## src/rtl/pll_mcode_pkg.sv

```systemverilog
package pll_mcode_pkg;

    localparam int MUL_W  = 16;
    localparam int CODE_W = 17;
    localparam int TAP_HI = 14;
    localparam int SELP_W = 5;
    localparam int SELI_W = 6;
    localparam int QUO_W  = 11;
    localparam int DVS_W  = 10;

    localparam logic [MUL_W-1:0]  MSEL_TOP  = 16'd32768;
    localparam logic [MUL_W-1:0]  DEC_START = 16'd32769;
    localparam logic [CODE_W-1:0] SEED      = 17'h04000;
    localparam logic [CODE_W-1:0] CODE_M1   = 17'h18003;
    localparam logic [CODE_W-1:0] CODE_M2   = 17'h10003;

    localparam logic [QUO_W-1:0]  BW_NUM    = 11'd1024;
    localparam logic [DVS_W-1:0]  BW_OFS    = 10'd9;
    localparam logic [MUL_W-1:0]  MID_LO    = 16'd60;
    localparam logic [MUL_W-1:0]  MID_HI    = 16'd500;
    localparam logic [MUL_W-1:0]  TH_SELI1  = 16'd16384;
    localparam logic [MUL_W-1:0]  TH_SELI2  = 16'd8192;
    localparam logic [MUL_W-1:0]  TH_SELI4  = 16'd2048;

    typedef enum logic [2:0] {
        S_IDLE,
        S_ENCODE,
        S_DIVIDE,
        S_DECODE,
        S_DONE
    } cvt_state_t;

endpackage

```

## src/rtl/pll_mcode_lfsr.sv

```systemverilog
module pll_mcode_lfsr #(
    parameter int CODE_W = 17,
    parameter int TAP_HI = 14
) (
    input  logic              clk,
    input  logic              rst_n,
    input  logic              load,
    input  logic [CODE_W-1:0] load_val,
    input  logic              fwd,
    input  logic              bwd,
    output logic [CODE_W-1:0] state
);
    logic [CODE_W-1:0] nxt_fwd;
    logic [CODE_W-1:0] nxt_bwd;

    // forward: shift right, feedback of bit0^bit1 into the top tap
    always_comb begin
        nxt_fwd = '0;
        nxt_fwd[CODE_W-2:0] = state[CODE_W-1:1];
        nxt_fwd[TAP_HI] = nxt_fwd[TAP_HI] | (state[0] ^ state[1]);
    end

    // backward: shift left inside the tap window, feedback into bit0
    always_comb begin
        nxt_bwd = '0;
        nxt_bwd[TAP_HI:1] = state[TAP_HI-1:0];
        nxt_bwd[0] = state[0] ^ state[TAP_HI];
    end

    always_ff @(posedge clk) begin
        if (!rst_n)
            state <= '0;
        else if (load)
            state <= load_val;
        else if (fwd)
            state <= nxt_fwd;
        else if (bwd)
            state <= nxt_bwd;
    end
endmodule

```

## src/rtl/pll_mcode_div.sv

```systemverilog
module pll_mcode_div #(
    parameter int DVD_W = 11,
    parameter int DVS_W = 10
) (
    input  logic             clk,
    input  logic             rst_n,
    input  logic             go,
    input  logic [DVD_W-1:0] dividend,
    input  logic [DVS_W-1:0] divisor,
    output logic [DVD_W-1:0] quotient,
    output logic             exact,
    output logic             done
);
    localparam int CNT_W = $clog2(DVD_W + 1);

    logic [DVS_W:0]   rem;
    logic [DVD_W-1:0] shq;
    logic [CNT_W-1:0] left;
    logic [DVS_W:0]   trial;
    logic             fits;

    assign trial = {rem[DVS_W-1:0], shq[DVD_W-1]};
    assign fits  = trial >= {1'b0, divisor};

    always_ff @(posedge clk) begin
        if (!rst_n) begin
            rem  <= '0;
            shq  <= '0;
            left <= '0;
        end else if (go) begin
            rem  <= '0;
            shq  <= dividend;
            left <= CNT_W'(DVD_W);
        end else if (left != '0) begin
            rem  <= fits ? (trial - {1'b0, divisor}) : trial;
            shq  <= {shq[DVD_W-2:0], fits};
            left <= left - 1'b1;
        end
    end

    assign quotient = shq;
    assign exact    = (rem == '0);
    assign done     = (left == '0);
endmodule

```

## src/rtl/pll_mcode_bw.sv

```systemverilog
module pll_mcode_bw
    import pll_mcode_pkg::*;
(
    input  logic [MUL_W-1:0]  msel,
    input  logic [QUO_W-1:0]  quot,
    input  logic              exact,
    output logic [SELP_W-1:0] selp,
    output logic [SELI_W-1:0] seli
);
    logic [QUO_W-1:0] q_up;

    assign q_up = quot + QUO_W'(!exact);

    always_comb begin
        if (msel < MID_LO)
            selp = SELP_W'((msel >> 1) + 16'd1);
        else
            selp = SELP_W'(31);
    end

    always_comb begin
        if (msel > TH_SELI1)
            seli = SELI_W'(1);
        else if (msel > TH_SELI2)
            seli = SELI_W'(2);
        else if (msel > TH_SELI4)
            seli = SELI_W'(4);
        else if (msel > MID_HI)
            seli = SELI_W'(8);
        else if (msel >= MID_LO)
            seli = SELI_W'({q_up, 2'b00});
        else
            seli = SELI_W'((msel & 16'h003C) + 16'd4);
    end
endmodule

```

## src/rtl/pll_mcode_conv.sv

```systemverilog
module pll_mcode_conv
    import pll_mcode_pkg::*;
(
    input  logic              clk,
    input  logic              rst_n,
    input  logic              start,
    input  logic              dir_dec,
    input  logic [MUL_W-1:0]  msel_in,
    input  logic [CODE_W-1:0] mdec_in,
    output logic              busy,
    output logic              valid,
    output logic [MUL_W-1:0]  msel_out,
    output logic [CODE_W-1:0] mdec_out,
    output logic [SELP_W-1:0] selp_out,
    output logic [SELI_W-1:0] seli_out,
    output logic              bad_code
);
    cvt_state_t        st, st_n;
    logic [MUL_W-1:0]  cnt, msel_r, bw_msel;
    logic [CODE_W-1:0] code, ld_val;
    logic              ld, fwd, bwd, div_go, div_done, div_exact;
    logic [QUO_W-1:0]  quo;
    logic [SELP_W-1:0] selp_c;
    logic [SELI_W-1:0] seli_c;
    logic              dec_special, enc_special, enc_end, dec_end, need_div;
    logic              enter_done;
    logic [MUL_W-1:0]  cap_msel;
    logic [CODE_W-1:0] cap_mdec;
    logic [SELP_W-1:0] cap_selp;
    logic [SELI_W-1:0] cap_seli;
    logic              cap_bad;

    assign dec_special = (mdec_in == CODE_M1) || (mdec_in == CODE_M2);
    assign enc_special = (msel_in <= 16'd2);
    assign enc_end     = (cnt > MSEL_TOP);
    assign dec_end     = (code == SEED) || (cnt == '0);
    assign need_div    = (msel_r >= MID_LO) && (msel_r <= MID_HI);

    pll_mcode_lfsr #(.CODE_W(CODE_W), .TAP_HI(TAP_HI)) u_lfsr (
        .clk(clk), .rst_n(rst_n), .load(ld), .load_val(ld_val),
        .fwd(fwd), .bwd(bwd), .state(code)
    );

    pll_mcode_div #(.DVD_W(QUO_W), .DVS_W(DVS_W)) u_div (
        .clk(clk), .rst_n(rst_n), .go(div_go), .dividend(BW_NUM),
        .divisor(DVS_W'(msel_r) + BW_OFS), .quotient(quo),
        .exact(div_exact), .done(div_done)
    );

    pll_mcode_bw u_bw (
        .msel(bw_msel), .quot(quo), .exact(div_exact),
        .selp(selp_c), .seli(seli_c)
    );

    // state register
    always_ff @(posedge clk) begin
        if (!rst_n)
            st <= S_IDLE;
        else
            st <= st_n;
    end

    // next state
    always_comb begin
        st_n = st;
        unique case (st)
            S_IDLE: begin
                if (start) begin
                    if (dir_dec)
                        st_n = dec_special ? S_DONE : S_DECODE;
                    else
                        st_n = enc_special ? S_DONE : S_ENCODE;
                end
            end
            S_ENCODE: if (enc_end) st_n = need_div ? S_DIVIDE : S_DONE;
            S_DIVIDE: if (div_done) st_n = S_DONE;
            S_DECODE: if (dec_end) st_n = S_DONE;
            S_DONE:   st_n = S_IDLE;
            default:  st_n = S_IDLE;
        endcase
    end

    // control outputs
    always_comb begin
        busy   = (st != S_IDLE);
        valid  = (st == S_DONE);
        ld     = (st == S_IDLE) && start;
        ld_val = dir_dec ? mdec_in : SEED;
        fwd    = (st == S_ENCODE) && !enc_end;
        bwd    = (st == S_DECODE) && !dec_end;
        div_go = (st == S_ENCODE) && enc_end && need_div;
    end

    // step counter and latched operand
    always_ff @(posedge clk) begin
        if (!rst_n) begin
            cnt    <= '0;
            msel_r <= '0;
        end else if (ld) begin
            msel_r <= msel_in;
            cnt    <= dir_dec ? DEC_START : msel_in;
        end else if (fwd) begin
            cnt <= cnt + 1'b1;
        end else if (bwd) begin
            cnt <= cnt - 1'b1;
        end
    end

    assign bw_msel    = (st == S_IDLE) ? msel_in : msel_r;
    assign enter_done = (st_n == S_DONE) && (st != S_DONE);

    // values presented on entry to DONE
    always_comb begin
        cap_msel = '0;
        cap_mdec = '0;
        cap_selp = '0;
        cap_seli = '0;
        cap_bad  = 1'b0;
        unique case (st)
            S_IDLE: begin
                if (dir_dec) begin
                    cap_msel = (mdec_in == CODE_M1) ? 16'd1 : 16'd2;
                end else begin
                    cap_msel = msel_in;
                    cap_mdec = (msel_in == 16'd1) ? CODE_M1 :
                               (msel_in == 16'd2) ? CODE_M2 : '0;
                    cap_selp = selp_c;
                    cap_seli = seli_c;
                end
            end
            S_ENCODE, S_DIVIDE: begin
                cap_msel = msel_r;
                cap_mdec = code;
                cap_selp = selp_c;
                cap_seli = seli_c;
            end
            S_DECODE: begin
                cap_bad  = (cnt == '0);
                cap_msel = cnt;
            end
            S_DONE: ;
            default: ;
        endcase
    end

    // result registers
    always_ff @(posedge clk) begin
        if (!rst_n) begin
            msel_out <= '0;
            mdec_out <= '0;
            selp_out <= '0;
            seli_out <= '0;
            bad_code <= 1'b0;
        end else if (enter_done) begin
            msel_out <= cap_msel;
            mdec_out <= cap_mdec;
            selp_out <= cap_selp;
            seli_out <= cap_seli;
            bad_code <= cap_bad;
        end
    end
endmodule

```

## config.mk

```make
export PLATFORM = sky130hd
export DESIGN_NAME = pll_mcode_conv
export DESIGN_NICKNAME = d
export VERILOG_FILES = /design/src/rtl/pll_mcode_pkg.sv /design/src/rtl/pll_mcode_lfsr.sv /design/src/rtl/pll_mcode_div.sv /design/src/rtl/pll_mcode_bw.sv /design/src/rtl/pll_mcode_conv.sv
export SDC_FILE = /design/constraint.sdc
export NUM_CORES = 1
export LEC_CHECK = 0
export ABC_AREA = 0
export BUFFER_PORTS_ARGS = -buffer_cell sky130_fd_sc_hd__clkbuf_2
export CELL_PAD_IN_SITES_DETAIL_PLACEMENT = 2
export CELL_PAD_IN_SITES_GLOBAL_PLACEMENT = 2
export CORE_MARGIN = 2
export CORE_UTILIZATION = 30
export DETAILED_ROUTE_END_ITERATION = 6
export GPL_TIMING_DRIVEN = 0
export PLACE_DENSITY = 0.71
export SYNTH_ARGS = -nofsm -noshare
export SYNTH_HDL_FRONTEND = slang
export SYNTH_SLANG_ARGS = --single-unit
```

## constraint.sdc

```tcl
create_clock -name clk -period 5.5 [get_ports clk]
set_input_delay 0.825 -clock clk [delete_from_list [all_inputs] [get_ports clk]]
set_output_delay 0.825 -clock clk [all_outputs]
set_load 0.005 [all_outputs]
```

==> results.sh <==
export IMPL_yosys_warnings=0
export IMPL_p_per_area_nw_per_um2=479
export IMPL_ys_types=70
export IMPL_ys_top_cells_by_area="dfxtp_1, a21oi_1, ha_1, nand2_1, nor2_1"
export IMPL_pwr_share_clk_pct=26.1
export IMPL_gp_congestion=0.829
export IMPL_met1Wirelength_um=13800
export IMPL_fmax_ghz=0.201
export IMPL_drt_vias_per_instance=5.67
export IMPL_yosysSeqAreaShare_pct=32.9
export IMPL_postCtsHoldBufs=0
export IMPL_internal_power_uw=2460
export IMPL_reg2reg_slack_ps=520
export IMPL_io_pins=84
export IMPL_cap_violations=0
export IMPL_wl_met2_um=15600
export IMPL_synth_ff_type="dfxtp_1"
export IMPL_crit_buf_inv=3
export IMPL_cp_common_cell="nor2_1"
export IMPL_overflow=0
export IMPL_port_buffers=82
export IMPL_fin_crit_sh_pct=90.5
export IMPL_combPwrFrac_pct=45.7
export IMPL_clock_path_buffers=2
export IMPL_top_layer_used="met4"
export IMPL_place_hpwl_um=23600
export IMPL_tritoncts="built"
export IMPL_cts_resized=0
export IMPL_cp_end_kind="flip-flop"
export IMPL_num_vias=7819
export IMPL_synthArstFlopShare_pct=0
export IMPL_required_ps=5830
export IMPL_wl_per_cell_um=22.7
export IMPL_die_area_um2=26200
export IMPL_diodes=0
export IMPL_netlist_area_leader_share_pct=32.9
export IMPL_drive_gt1_share_pct=15.6
export IMPL_fin_cells=1378
export IMPL_drtIter0Drc=521
export IMPL_drtAntennaViolNets=0
export IMPL_violations="design-rule violations"
export IMPL_arrival_ps=5310
export IMPL_remaining_drc_errors=3
export IMPL_start_util_pct=30.7
export IMPL_grt_pass1_vias=8230
export IMPL_min_period_ps=4980
export IMPL_dieHeight_um=162
export IMPL_yosysMostFrequentCell="dfxtp_1"
export IMPL_slowest_delay_ps=570
export IMPL_grt_antenna_before_repair=0
export IMPL_crit_fanout=15
export IMPL_grt_max_degree=17
export IMPL_crit_chain="nor4_1 > nand4_1 > a21oi_1 > buf_4 > buf_2 > inv_1 > fa_1 > a21o_1 > a211oi_1 > nor2_1 > a41oi_1 > a31o_2 > nor2_1 > or4_1 > a221oi_1"
export IMPL_yosysTopAreaCell="dfxtp_1"
export IMPL_rows=57
export IMPL_peakVddDrop_uv=221
export IMPL_cts_root_buf="clkbuf_16"
export IMPL_synth_edff_count=0
export IMPL_pwr_share_seq_pct=28.2
export IMPL_p_sw_share_pct=42.1
export IMPL_hold_path_class="reg2reg"
export IMPL_slew_violations=0
export IMPL_fin_tns_setup_ps=0
export IMPL_wl_met3_um=1210
export IMPL_cts_setup_buffers=0
export IMPL_syn_to_final_growth_pct=18.6
export IMPL_clkTransAtPathRegs_ps=60
export IMPL_setup_violations=0
export IMPL_cp_top_family="compound AO/OA/AOI/OAI gates"
export IMPL_core_area_um2=24400
export IMPL_post_route_util_pct=36.4
export IMPL_cpMaxStageDelayCell="nor4_1"
export IMPL_synth_fp_nets=1015
export IMPL_cts_sinks=123
export IMPL_critPathKind="reg2reg"
export IMPL_startpoint_type="flip-flop"
export IMPL_synth_cell_area_um2=7480
export IMPL_status="complete, but fails checks"
export IMPL_rsz0062_at_grt="false"
export IMPL_grt_use_total_pct=24.1
export IMPL_hold_viol_final=0
export IMPL_ys_ff_latch=123
export IMPL_power_switching_uw=1790
export IMPL_cts_buffers=17
export IMPL_grt_pass1_wl_um=48600
export IMPL_routed_wl_um=31200
export IMPL_finClkSkew_ps=9.70
export IMPL_tightest_slew_ps=1220
export IMPL_ys_top_cells_by_count="dfxtp_1, a21oi_1, nand2_1"
export IMPL_p_leak_uw=0.00338
export IMPL_fin_nets=1116
export IMPL_place_inst=1348
export IMPL_die_w_um=162
export IMPL_insertion_delay_ps=430
export IMPL_drt_first_pass_iters=7
export IMPL_ctsHtreeMaxLevel=4
export IMPL_slew_headroom_pct=17.8
export IMPL_hold_slack_ps=453
export IMPL_syn_area_per_cell_um2=7.94
export IMPL_synth_cells=942
==> sequential cells by signal (all words and copies together) (netlist names) <==
name	flops
bad_code	1
cnt	16
mdec_out	17
msel_out	16
msel_r	16
seli_out	6
selp_out	5
st	3
u_div.left	4
u_div.quotient	11
u_div.rem	11
u_lfsr.state	17
==> cells in the final DEF, fill, tap and decap left out, drive strengths merged, types with 6 or more instances in the layout <==
| master | n |
|---|---|
| inv | 23 |
| nor4 | 16 |
| mux2i | 30 |
| dfxtp | 123 |
| nor2 | 98 |
| a222oi | 15 |
| ha | 34 |
| or2 | 6 |
| clkbuf | 150 |
| o21ai | 32 |
| nand3 | 30 |
| a211oi | 45 |
| a21oi | 119 |
| xnor2 | 24 |
| clkinv | 6 |
| a21o | 6 |
| nor2b | 9 |
| nor3 | 29 |
| nand3b | 6 |
| or4 | 7 |
| xor2 | 13 |
| o211ai | 6 |
| buf | 23 |
| nand2 | 112 |
==> tightest hold or removal path: cells and delay by family (launching register included) <==
kind / cells / cell delay (ps)
AO/OA/AOI/OAI: 1 / 50
AND/OR/NAND/NOR: 1 / 50
flip-flops: 1 / 310
==> layer usage <==
| metal | vias to the layer above | track usage (%) |
|---|---|---|
| li1 | 3633 | - |
| met1 | 3969 | 30.7 |
| met2 | 174 | 41.9 |
| met3 | 43 | 4.19 |
| met4 | 0 | 6.92 |
| met5 | - | 0 |
==> worst paths after layout <==
check,from,depth (start not counted),end
worst max-delay path,cnt[7],15,cnt[14]
worst min register to register,u_div.quotient[5],2,u_div.quotient[5]
worst max register to register,cnt[7],15,cnt[14]
worst min-delay path,u_div.quotient[5],2,u_div.quotient[5]
==> power groups by stage <==
stage	Sequential [uW]	Clock, uW	Combinational (uW)
after floorplan	1140	0	1390
after global placement	1210	0	1870
after detailed placement	1210	0	1920
after CTS	1190	1120	1950
after global routing	1220	1170	2150
final	1200	1110	1940
==> metrics by stage <==
step / area, um^2 / total power [uW] / setup slack (ps)
2_1_floorplan: 7480 / 2530 / 1620
3_3_place_gp: 8300 / 3080 / 524
3_5_place_dp: 8300 / 3130 / 468
4_1_cts: 8870 / 4260 / 444
5_1_grt: 8870 / 4530 / 157
6_report: 8870 / 4250 / 523
==> cell families (layout without fill, tap and decap cells) <==
group,after synthesis,after routing,synth area share [%]
AOI/OAI and AO/OA,276,276,24.7
and+or+nand+nor,345,345,22.0
muxes,34,34,4.62
buffers and inverters,91,203,5.24
DFF,123,123,32.9
adders and majority gates,36,36,6.22
xor gates and xnor gates,37,37,4.33
==> area by class of cell <==
class,count,area (um^2)
clock inverters,7,63.8
inverters,23,86.3
clock buffers,23,508
fillers,2855,15500
flip-flops and latches,123,2460
well taps,324,405
plain buffers,68,305
multi-input cells,728,4630
repair buffers,82,410
No activity file was read; power rests on OpenSTA's default activity.
